### src/rtl/sio_rst_pkg.sv
package sio_rst_pkg;
    localparam int DATA_W      = 16;
    localparam int NREG        = 8;
    localparam int ADDR_W      = $clog2(NREG);
    localparam int ZERO_W      = 16;
    localparam int ZERO_FIELDS = 2;
    localparam int OP_W        = 8;
    localparam logic [OP_W-1:0] RST_OP = 8'b0000_1100;
    localparam int INIT_ADDR   = 0;
    localparam int GATE_ADDR   = 1;
    localparam int SID_LSB     = 0;
    localparam int SID_W       = 5;
    localparam int SKIP_BIT    = 8;

    function automatic logic [DATA_W-1:0] init_reset_value();
        logic [DATA_W-1:0] v;
        v = '0;
        for (int i = 0; i < SID_W; i++) v[SID_LSB+i] = 1'b1;
        v[SKIP_BIT] = 1'b1;
        return v;
    endfunction
endpackage

### src/rtl/sio_rst_detect.sv
module sio_rst_detect
    import sio_rst_pkg::*;
#(
    parameter int              P_ZERO_W      = ZERO_W,
    parameter int              P_ZERO_FIELDS = ZERO_FIELDS,
    parameter int              P_OP_W        = OP_W,
    parameter logic [OP_W-1:0] P_OP          = RST_OP
) (
    input  logic sclk,
    input  logic rst_n,
    input  logic cmd_i,
    output logic srst_o
);
    localparam int FRAME_W = P_ZERO_W * P_ZERO_FIELDS + P_OP_W;
    localparam logic [FRAME_W-1:0] PATTERN = {{(FRAME_W-P_OP_W){1'b0}}, P_OP[P_OP_W-1:0]};

    typedef struct packed {
        logic [FRAME_W-1:0] hist;
    } det_t;

    det_t det_d, det_q;
    logic [FRAME_W-1:0] shifted;

    always_comb begin
        det_d   = det_q;
        shifted = {det_q.hist[FRAME_W-2:0], cmd_i};
        srst_o  = (shifted == PATTERN);
        // Refill with ones after a hit so the zero run must be seen again.
        det_d.hist = srst_o ? '1 : shifted;
    end

    always_ff @(posedge sclk or negedge rst_n) begin
        if (!rst_n) det_q <= '{hist: '1};
        else        det_q <= det_d;
    end

    // a completed frame is acted on once, never on two edges in a row.
    p_single_hit_r1: assert property (@(posedge sclk) disable iff (!rst_n)
        srst_o |=> !srst_o);
endmodule

### src/rtl/sio_repeat.sv
module sio_repeat (
    input  logic sclk,
    input  logic rst_n,
    input  logic sdi_i,
    output logic sdo_o
);
    typedef struct packed {
        logic bit_v;
        logic primed;
    } rep_t;

    rep_t rep_d, rep_q;

    always_comb begin
        rep_d        = rep_q;
        rep_d.bit_v  = sdi_i;
        rep_d.primed = 1'b1;
    end

    always_ff @(posedge sclk or negedge rst_n) begin
        if (!rst_n) rep_q <= '0;
        else        rep_q <= rep_d;
    end

    assign sdo_o = rep_q.bit_v;

    // output follows the input with exactly one clock of delay.
    p_one_clock_r3: assert property (@(posedge sclk) disable iff (!rst_n)
        rep_q.primed |-> (sdo_o == $past(sdi_i)));
endmodule

### src/rtl/sio_regbank.sv
module sio_regbank
    import sio_rst_pkg::*;
#(
    parameter int P_DATA_W = DATA_W,
    parameter int P_NREG   = NREG,
    parameter int P_INIT   = INIT_ADDR,
    parameter int P_GATE   = GATE_ADDR
) (
    input  logic                            sclk,
    input  logic                            rst_n,
    input  logic                            srst_i,
    input  logic                            req_i,
    input  logic                            req_wr_i,
    input  logic [$clog2(P_NREG)-1:0]       req_addr_i,
    input  logic [P_DATA_W-1:0]             req_data_i,
    output logic [P_DATA_W-1:0]             rd_data_o,
    output logic                            locked_o,
    output logic                            viol_o,
    output logic [P_NREG-1:0][P_DATA_W-1:0] regs_o
);
    localparam int AW = $clog2(P_NREG);
    localparam logic [P_DATA_W-1:0] INIT_RST = P_DATA_W'(init_reset_value());

    typedef struct packed {
        logic [P_NREG-1:0][P_DATA_W-1:0] regs;
        logic                            locked;
        logic                            viol;
        logic [P_DATA_W-1:0]             rd;
    } bank_t;

    bank_t bank_d, bank_q;
    logic  allowed;
    logic  is_gate;

    always_comb begin
        bank_d    = bank_q;
        bank_d.rd = '0;
        is_gate   = (req_addr_i == AW'(P_GATE));
        allowed   = !bank_q.locked || is_gate;
        if (srst_i) begin
            for (int i = 0; i < P_NREG; i++) begin
                if (i == P_INIT)      bank_d.regs[i] = INIT_RST;
                else if (i != P_GATE) bank_d.regs[i] = '0;
            end
            bank_d.locked = 1'b1;
            bank_d.viol   = 1'b0;
        end else if (req_i) begin
            if (!allowed) begin
                bank_d.viol = 1'b1;
            end else if (req_wr_i) begin
                bank_d.regs[req_addr_i] = req_data_i;
                if (is_gate && req_data_i == '0) bank_d.locked = 1'b0;
            end else begin
                bank_d.rd = bank_q.regs[req_addr_i];
            end
        end
    end

    always_ff @(posedge sclk or negedge rst_n) begin
        if (!rst_n) begin
            for (int i = 0; i < P_NREG; i++)
                bank_q.regs[i] <= (i == P_INIT) ? INIT_RST : '0;
            bank_q.locked <= 1'b1;
            bank_q.viol   <= 1'b0;
            bank_q.rd     <= '0;
        end else begin
            bank_q <= bank_d;
        end
    end

    assign rd_data_o = bank_q.rd;
    assign locked_o  = bank_q.locked;
    assign viol_o    = bank_q.viol;
    assign regs_o    = bank_q.regs;

    // a locked access to a non-gate address alters no register.
    p_locked_drop_r6: assert property (@(posedge sclk) disable iff (!rst_n)
        (locked_o && req_i && req_addr_i != AW'(P_GATE) && !srst_i)
            |=> ($stable(regs_o) && rd_data_o == '0));

    // a dropped access raises the flag.
    p_viol_set_r9: assert property (@(posedge sclk) disable iff (!rst_n)
        (locked_o && req_i && req_addr_i != AW'(P_GATE) && !srst_i) |=> viol_o);

    // the flag holds until a reset frame.
    p_viol_sticky_r9: assert property (@(posedge sclk) disable iff (!rst_n)
        (viol_o && !srst_i) |=> viol_o);

    // init register reset value and lock after a frame.
    p_init_value_r5: assert property (@(posedge sclk) disable iff (!rst_n)
        srst_i |=> (regs_o[P_INIT] == INIT_RST && locked_o && !viol_o));

    // gate register survives a frame.
    p_gate_kept_r10: assert property (@(posedge sclk) disable iff (!rst_n)
        srst_i |=> $stable(regs_o[P_GATE]));

    // once open, the lock stays open until a frame.
    p_stay_open_r7: assert property (@(posedge sclk) disable iff (!rst_n)
        (!locked_o && !srst_i) |=> !locked_o);

    // a request on a frame edge never raises the flag.
    p_reset_wins_r12: assert property (@(posedge sclk) disable iff (!rst_n)
        (srst_i && req_i) |=> !viol_o);

    genvar g;
    generate
        for (g = 0; g < P_NREG; g++) begin : g_clear
            if (g != P_INIT && g != P_GATE) begin : g_chk
                // each cleared register reads zero after a frame.
                p_cleared_r4: assert property (@(posedge sclk) disable iff (!rst_n)
                    srst_i |=> (regs_o[g] == '0));
            end
        end
    endgenerate
endmodule

### src/rtl/sio_rst_port.sv
module sio_rst_port
    import sio_rst_pkg::*;
(
    input  logic                   sclk,
    input  logic                   rst_n,
    input  logic                   cmd_i,
    input  logic                   sdi_i,
    output logic                   sdo_o,
    input  logic                   req_i,
    input  logic                   req_wr_i,
    input  logic [ADDR_W-1:0]      req_addr_i,
    input  logic [DATA_W-1:0]      req_data_i,
    output logic [DATA_W-1:0]      rd_data_o,
    output logic                   locked_o,
    output logic                   viol_o,
    output logic [NREG*DATA_W-1:0] regs_o
);
    logic                         srst;
    logic [NREG-1:0][DATA_W-1:0]  regs;

    sio_rst_detect #(
        .P_ZERO_W      (ZERO_W),
        .P_ZERO_FIELDS (ZERO_FIELDS),
        .P_OP_W        (OP_W),
        .P_OP          (RST_OP)
    ) u_detect (
        .sclk   (sclk),
        .rst_n  (rst_n),
        .cmd_i  (cmd_i),
        .srst_o (srst)
    );

    sio_repeat u_repeat (
        .sclk  (sclk),
        .rst_n (rst_n),
        .sdi_i (sdi_i),
        .sdo_o (sdo_o)
    );

    sio_regbank #(
        .P_DATA_W (DATA_W),
        .P_NREG   (NREG),
        .P_INIT   (INIT_ADDR),
        .P_GATE   (GATE_ADDR)
    ) u_bank (
        .sclk       (sclk),
        .rst_n      (rst_n),
        .srst_i     (srst),
        .req_i      (req_i),
        .req_wr_i   (req_wr_i),
        .req_addr_i (req_addr_i),
        .req_data_i (req_data_i),
        .rd_data_o  (rd_data_o),
        .locked_o   (locked_o),
        .viol_o     (viol_o),
        .regs_o     (regs)
    );

    assign regs_o = regs;
endmodule

### config.mk
export PLATFORM = sky130hd
export DESIGN_NAME = sio_rst_port
export DESIGN_NICKNAME = d
export VERILOG_FILES = /design/src/rtl/sio_rst_pkg.sv /design/src/rtl/sio_rst_detect.sv /design/src/rtl/sio_repeat.sv /design/src/rtl/sio_regbank.sv /design/src/rtl/sio_rst_port.sv
export SDC_FILE = /design/constraint.sdc
export NUM_CORES = 1
export LEC_CHECK = 0
export ABC_AREA = 1
export CORE_MARGIN = 4
export CORE_UTILIZATION = 40
export DETAILED_ROUTE_END_ITERATION = 16
export GPL_TIMING_DRIVEN = 0
export PLACE_DENSITY = 0.67
export SETUP_SLACK_MARGIN = 0.3
export SLEW_MARGIN = 40
export SYNTH_ARGS = -nofsm -noshare
export SYNTH_HDL_FRONTEND = slang
export SYNTH_SLANG_ARGS = --single-unit
### constraint.sdc
create_clock -name sclk -period 2.26 [get_ports sclk]
set_clock_uncertainty 0.15 [all_clocks]
set_input_delay 0.339 -clock sclk [delete_from_list [all_inputs] [get_ports sclk]]
set_output_delay 0.339 -clock sclk [all_outputs]
set_load 0.05 [all_outputs]
==> results.md <==
- Status: completed
- Dpl cells: 1,549
- Number of global-route vias before repair: 7,915
- Chip width: 157 um
- Most prevalent standard cell on the critical path: sky130_fd_sc_hd__nand2_1
- Cells after synthesis: 1,112
- WP data arrival: 2120 ps
- Fraction of registers with async set/reset: 1.00
- Half-perimeter wire length after detailed placement: 22,400 um
- Source-to-sink clock delay at the later pin of the worst-skew pair: 440 ps
- Critical setup path kind: input port to flip-flop
- Startpoint kind of the worst setup timing path: input port
- Launch instance of the worst register-to-register path: u_detect.det_q[1]
- DRC marker count from the first detailed-route iteration: 1,019
- Syn Nets: 1,137
- Final slew viol count: 0
- Number of distinct library cell variants in the gate-level netlist after synthesis: 26
- Boundary Pins: 172
- Main synth FF type: sky130_fd_sc_hd__dfrtp_1
- Synthesis Warnings: 0
- Cell area after synthesis: 8900 sq um
- Routability Congestion: 0.993
- Sum of overflow across all layers after global routing: 0
- Static Leak: 0.00564 uW
- Count of flip-flops with a built-in enable after synthesis: 0
- Number of antenna violations at the first check in global routing: 0
- Max Clock Freq: 513 MHz
- Worst hold start: req_data_i[9]
- Shortest clock period the worst path allows after layout: 1950 ps
- Port buffer count: 155
- Crit-path max cell delay: 550 ps
- Total power draw: 11,100 uW
- Number of buffer and inverter stages on the critical path: 3
- Area of the core: 21,800 sq um
- First-pass GRT wire length: 47,300 um
- Antenna diode instance count: 0
- Source of the critical timing path: req_addr_i[1]
- Number of standard cells in the layout, taps in and fillers out: 1,585
- Die height: 157 um
- TritonCTS sink count: 186
- Transition time of the tightest slew-check pin: 896 ps
- Crit path capture type: flip-flop
- Post-route DRC violation count: 0
- Share of synthesized area spent on multiplexers: 0
- Layout cells sized above 1: 0.134
- Die area: 24,700 sq um
- Final routed wire length divided by cell count: 19.5 um
- Power density over the cells: 972 nW/um^2
- Worst slew margin: 0.403
- Required time reported for the critical path endpoint: 2430 ps
- Total wire length: 31,000 um
- Register bit total from synthesis: 186
- Post-placement worst setup slack: -479 ps
- Post-CTS clock slew at the launch and capture registers of the worst setup and hold paths: 70 ps
- Maximum buffer depth of the clock tree: 2
- Average cell area after synthesis: 8.00 sq um
- Part of the Yosys area used for sequential elements: 0.530
- Biggest fanout along the worst timing path: 10
- Rows: 54
- Adder and majority gate portion of the synthesized area: 0
- Starting density of the core: 0.408
- Total routing usage reported by global routing: 0.252
- Unrepaired setup endpoints after global routing: yes
- Vias post-DR: 8,536
- Worst hold path class: input port to flip-flop
- Category of cells accounting for the largest share of critical-path delay: buffers and inverters
- Number of maximum-capacitance violations: 0
- Post-route worst setup slack: 311 ps
- Synthesis-to-layout area growth: 28.4%
- Clock root buffer: sky130_fd_sc_hd__clkbuf_16
- Fraction of the cycle the final worst path needs: 0.862
- Fraction of the mapped netlist area in compound gates: 0.168
- Clock tree from TritonCTS: built
- Worst IR drop on VDD: 0.516 mV
- Cell with the largest stage delay on the worst path: sky130_fd_sc_hd__clkdlybuf4s50_1
- Main combinational cell family by area after synthesis: simple AND/OR/NAND/NOR gates
- Xor and xnor area share after synthesis: 0
- Post-DR vias/cell: 5.39
- Cell breakdown of the critical path: clkdlybuf4s50_1 -> clkbuf_4 -> buf_2 -> a21oi_1 -> o21ai_0 -> nand2_1 -> nand2_1 -> nor2_1
- Antenna-violating nets left: 0
- Core Util, Final: 0.524
- Largest net degree at the start of global routing: 70
- Final setup violation count: 0
- Maximum level of the CTS H-tree: 4
- Final #Nets: 1,317
- Count of final hold-check violations: 0
- Number of buffers inserted during clock tree synthesis: 17
- Area share of and/or/nand/nor cells after synthesis: 0.223
- Length of the first detailed-routing pass in iterations: 6
==> where the power goes <==
group | switching, uW | internal [uW]
clock network | 1370 | 1590
registers | 528 | 3900
logic | 2780 | 942
total | 4680 | 6430
==> kinds of logic (layout without fill, tap and decap cells) <==
| logic type | Yosys count | count (layout) |
|---|---|---|
| and+or+nand+nor | 482 | 482 |
| DFF | 186 | 186 |
| buffers and inverters | 148 | 341 |
| AOI/OAI and AO/OA | 296 | 296 |
==> per-layer routing <==
| layer | part of all wire | up-vias | track usage |
|---|---|---|---|
| li1 | - | 3953 | - |
| met1 | 0.44 | 4064 | 0.377 |
| met2 | 0.44 | 465 | 0.367 |
| met3 | 0.097 | 54 | 0.0569 |
| met4 | 0.027 | 0 | 0.0750 |
| met5 | 0 | - | 0 |
==> registers in the layout, summed over array words and instances (netlist names) <==
name	cells
u_bank.locked_o	1
u_bank.rd_data_o	16
u_bank.regs_o	128
u_bank.viol_o	1
u_detect.det_q	39
u_repeat.sdo_o	1
==> cell usage in the layout (no fill, tap or decap), types with 3 or more instances in the layout <==
| cell type | n |
|---|---|
| sky130_fd_sc_hd__dfstp_2 | 46 |
| sky130_fd_sc_hd__clkdlybuf4s15_2 | 7 |
| sky130_fd_sc_hd__nand2_1 | 373 |
| sky130_fd_sc_hd__inv_1 | 56 |
| sky130_fd_sc_hd__buf_1 | 3 |
| sky130_fd_sc_hd__nand3_2 | 6 |
| sky130_fd_sc_hd__clkbuf_16 | 19 |
| sky130_fd_sc_hd__inv_6 | 3 |
| sky130_fd_sc_hd__nand3_1 | 25 |
| sky130_fd_sc_hd__a21oi_1 | 161 |
| sky130_fd_sc_hd__clkbuf_2 | 12 |
| sky130_fd_sc_hd__o21ai_0 | 99 |
| sky130_fd_sc_hd__buf_4 | 11 |
| sky130_fd_sc_hd__nor2_8 | 5 |
| sky130_fd_sc_hd__nand4_1 | 3 |
| sky130_fd_sc_hd__buf_6 | 14 |
| sky130_fd_sc_hd__o211ai_1 | 5 |
| sky130_fd_sc_hd__clkdlybuf4s50_1 | 5 |
| sky130_fd_sc_hd__nor3_1 | 4 |
| sky130_fd_sc_hd__dfrtp_1 | 140 |
| sky130_fd_sc_hd__clkbuf_1 | 27 |
| sky130_fd_sc_hd__dlygate4sd2_1 | 141 |
| sky130_fd_sc_hd__clkbuf_4 | 5 |
| sky130_fd_sc_hd__buf_2 | 21 |
| sky130_fd_sc_hd__clkinv_2 | 3 |
| sky130_fd_sc_hd__clkinv_4 | 3 |
| sky130_fd_sc_hd__o21ai_1 | 29 |
| sky130_fd_sc_hd__nor2_1 | 57 |
==> worst min-delay path, cell delays in order <==
cell	delay [ps]
sky130_fd_sc_hd__buf_4	180
sky130_fd_sc_hd__nand2_1	80
sky130_fd_sc_hd__a21oi_1	50
==> synthesized netlist by cell type (2+ instances only) <==
cell type                  instances  area (sq um)
sky130_fd_sc_hd__a21oi_1         162           811
sky130_fd_sc_hd__nand3_1          31           155
sky130_fd_sc_hd__nor2_8            5           100
sky130_fd_sc_hd__o21ai_0         101           505
sky130_fd_sc_hd__nor2_2            2          12.5
sky130_fd_sc_hd__dfstp_2          46          1210
sky130_fd_sc_hd__buf_2            26           130
sky130_fd_sc_hd__nand4_1           3          18.8
sky130_fd_sc_hd__inv_1            56           210
sky130_fd_sc_hd__buf_1             8          30.0
sky130_fd_sc_hd__nor3_1            4          20.0
sky130_fd_sc_hd__nand2_4           2          22.5
sky130_fd_sc_hd__inv_2             2          7.51
sky130_fd_sc_hd__buf_4             9          67.6
sky130_fd_sc_hd__o21ai_1          27           135
sky130_fd_sc_hd__nor2_1           58           218
sky130_fd_sc_hd__dfrtp_1         140          3500
sky130_fd_sc_hd__clkbuf_1         36           135
sky130_fd_sc_hd__o211ai_1          5          37.5
sky130_fd_sc_hd__nand2_1         375          1410
sky130_fd_sc_hd__buf_6             9           101
==> stage by stage <==
stage	instance area [sq um]	hold slack [ps]	setup TNS, ps
after floorplan	8900	-107	0
after global placement	10800	281	-1233550
after detailed placement	10900	187	-43380
after CTS	11400	90.4	0
after global routing	11400	86.8	0
final	11400	90.9	0
==> cell type report <==
type	instances	area, sq um
Timing Repair Buffer	161	1490
Sequential cell	186	4710
Clock buffer	22	497
Inverter	58	218
Tap cell	280	350
Buffer	90	553
Fill cell	2134	10400
Multi-Input combinational cell	778	3530
Clock inverter	10	78.8
==> worst paths after layout <==
| check | endpoint | slack, ps | cells after the start |
|---|---|---|---|
| setup / recovery | u_bank.rd_data_o[4] | 310 | 8 |
| hold / removal | u_bank.regs_o[73] | 90 | 3 |
| setup reg to reg | u_bank.regs_o[85] | 360 | 7 |
| hold reg to reg | u_detect.det_q[3] | 290 | 1 |
| max in group asynchronous | u_bank.regs_o[63] | 920 | 3 |
| min in group asynchronous | u_bank.rd_data_o[6] | 300 | 2 |
==> what timing repair did <==
| action | in CTS | in global routing |
|---|---|---|
| pin swaps | 1 | 1 |
| gates resized for setup | 188 | 27 |
| setup endpoints to repair | 290 | 120 |
| hold endpoints to repair | 41 | 0 |
| hold buffers | 1 | 0 |
| setup buffers | 3 | 0 |
No activity file was read; power rests on OpenSTA's default activity.
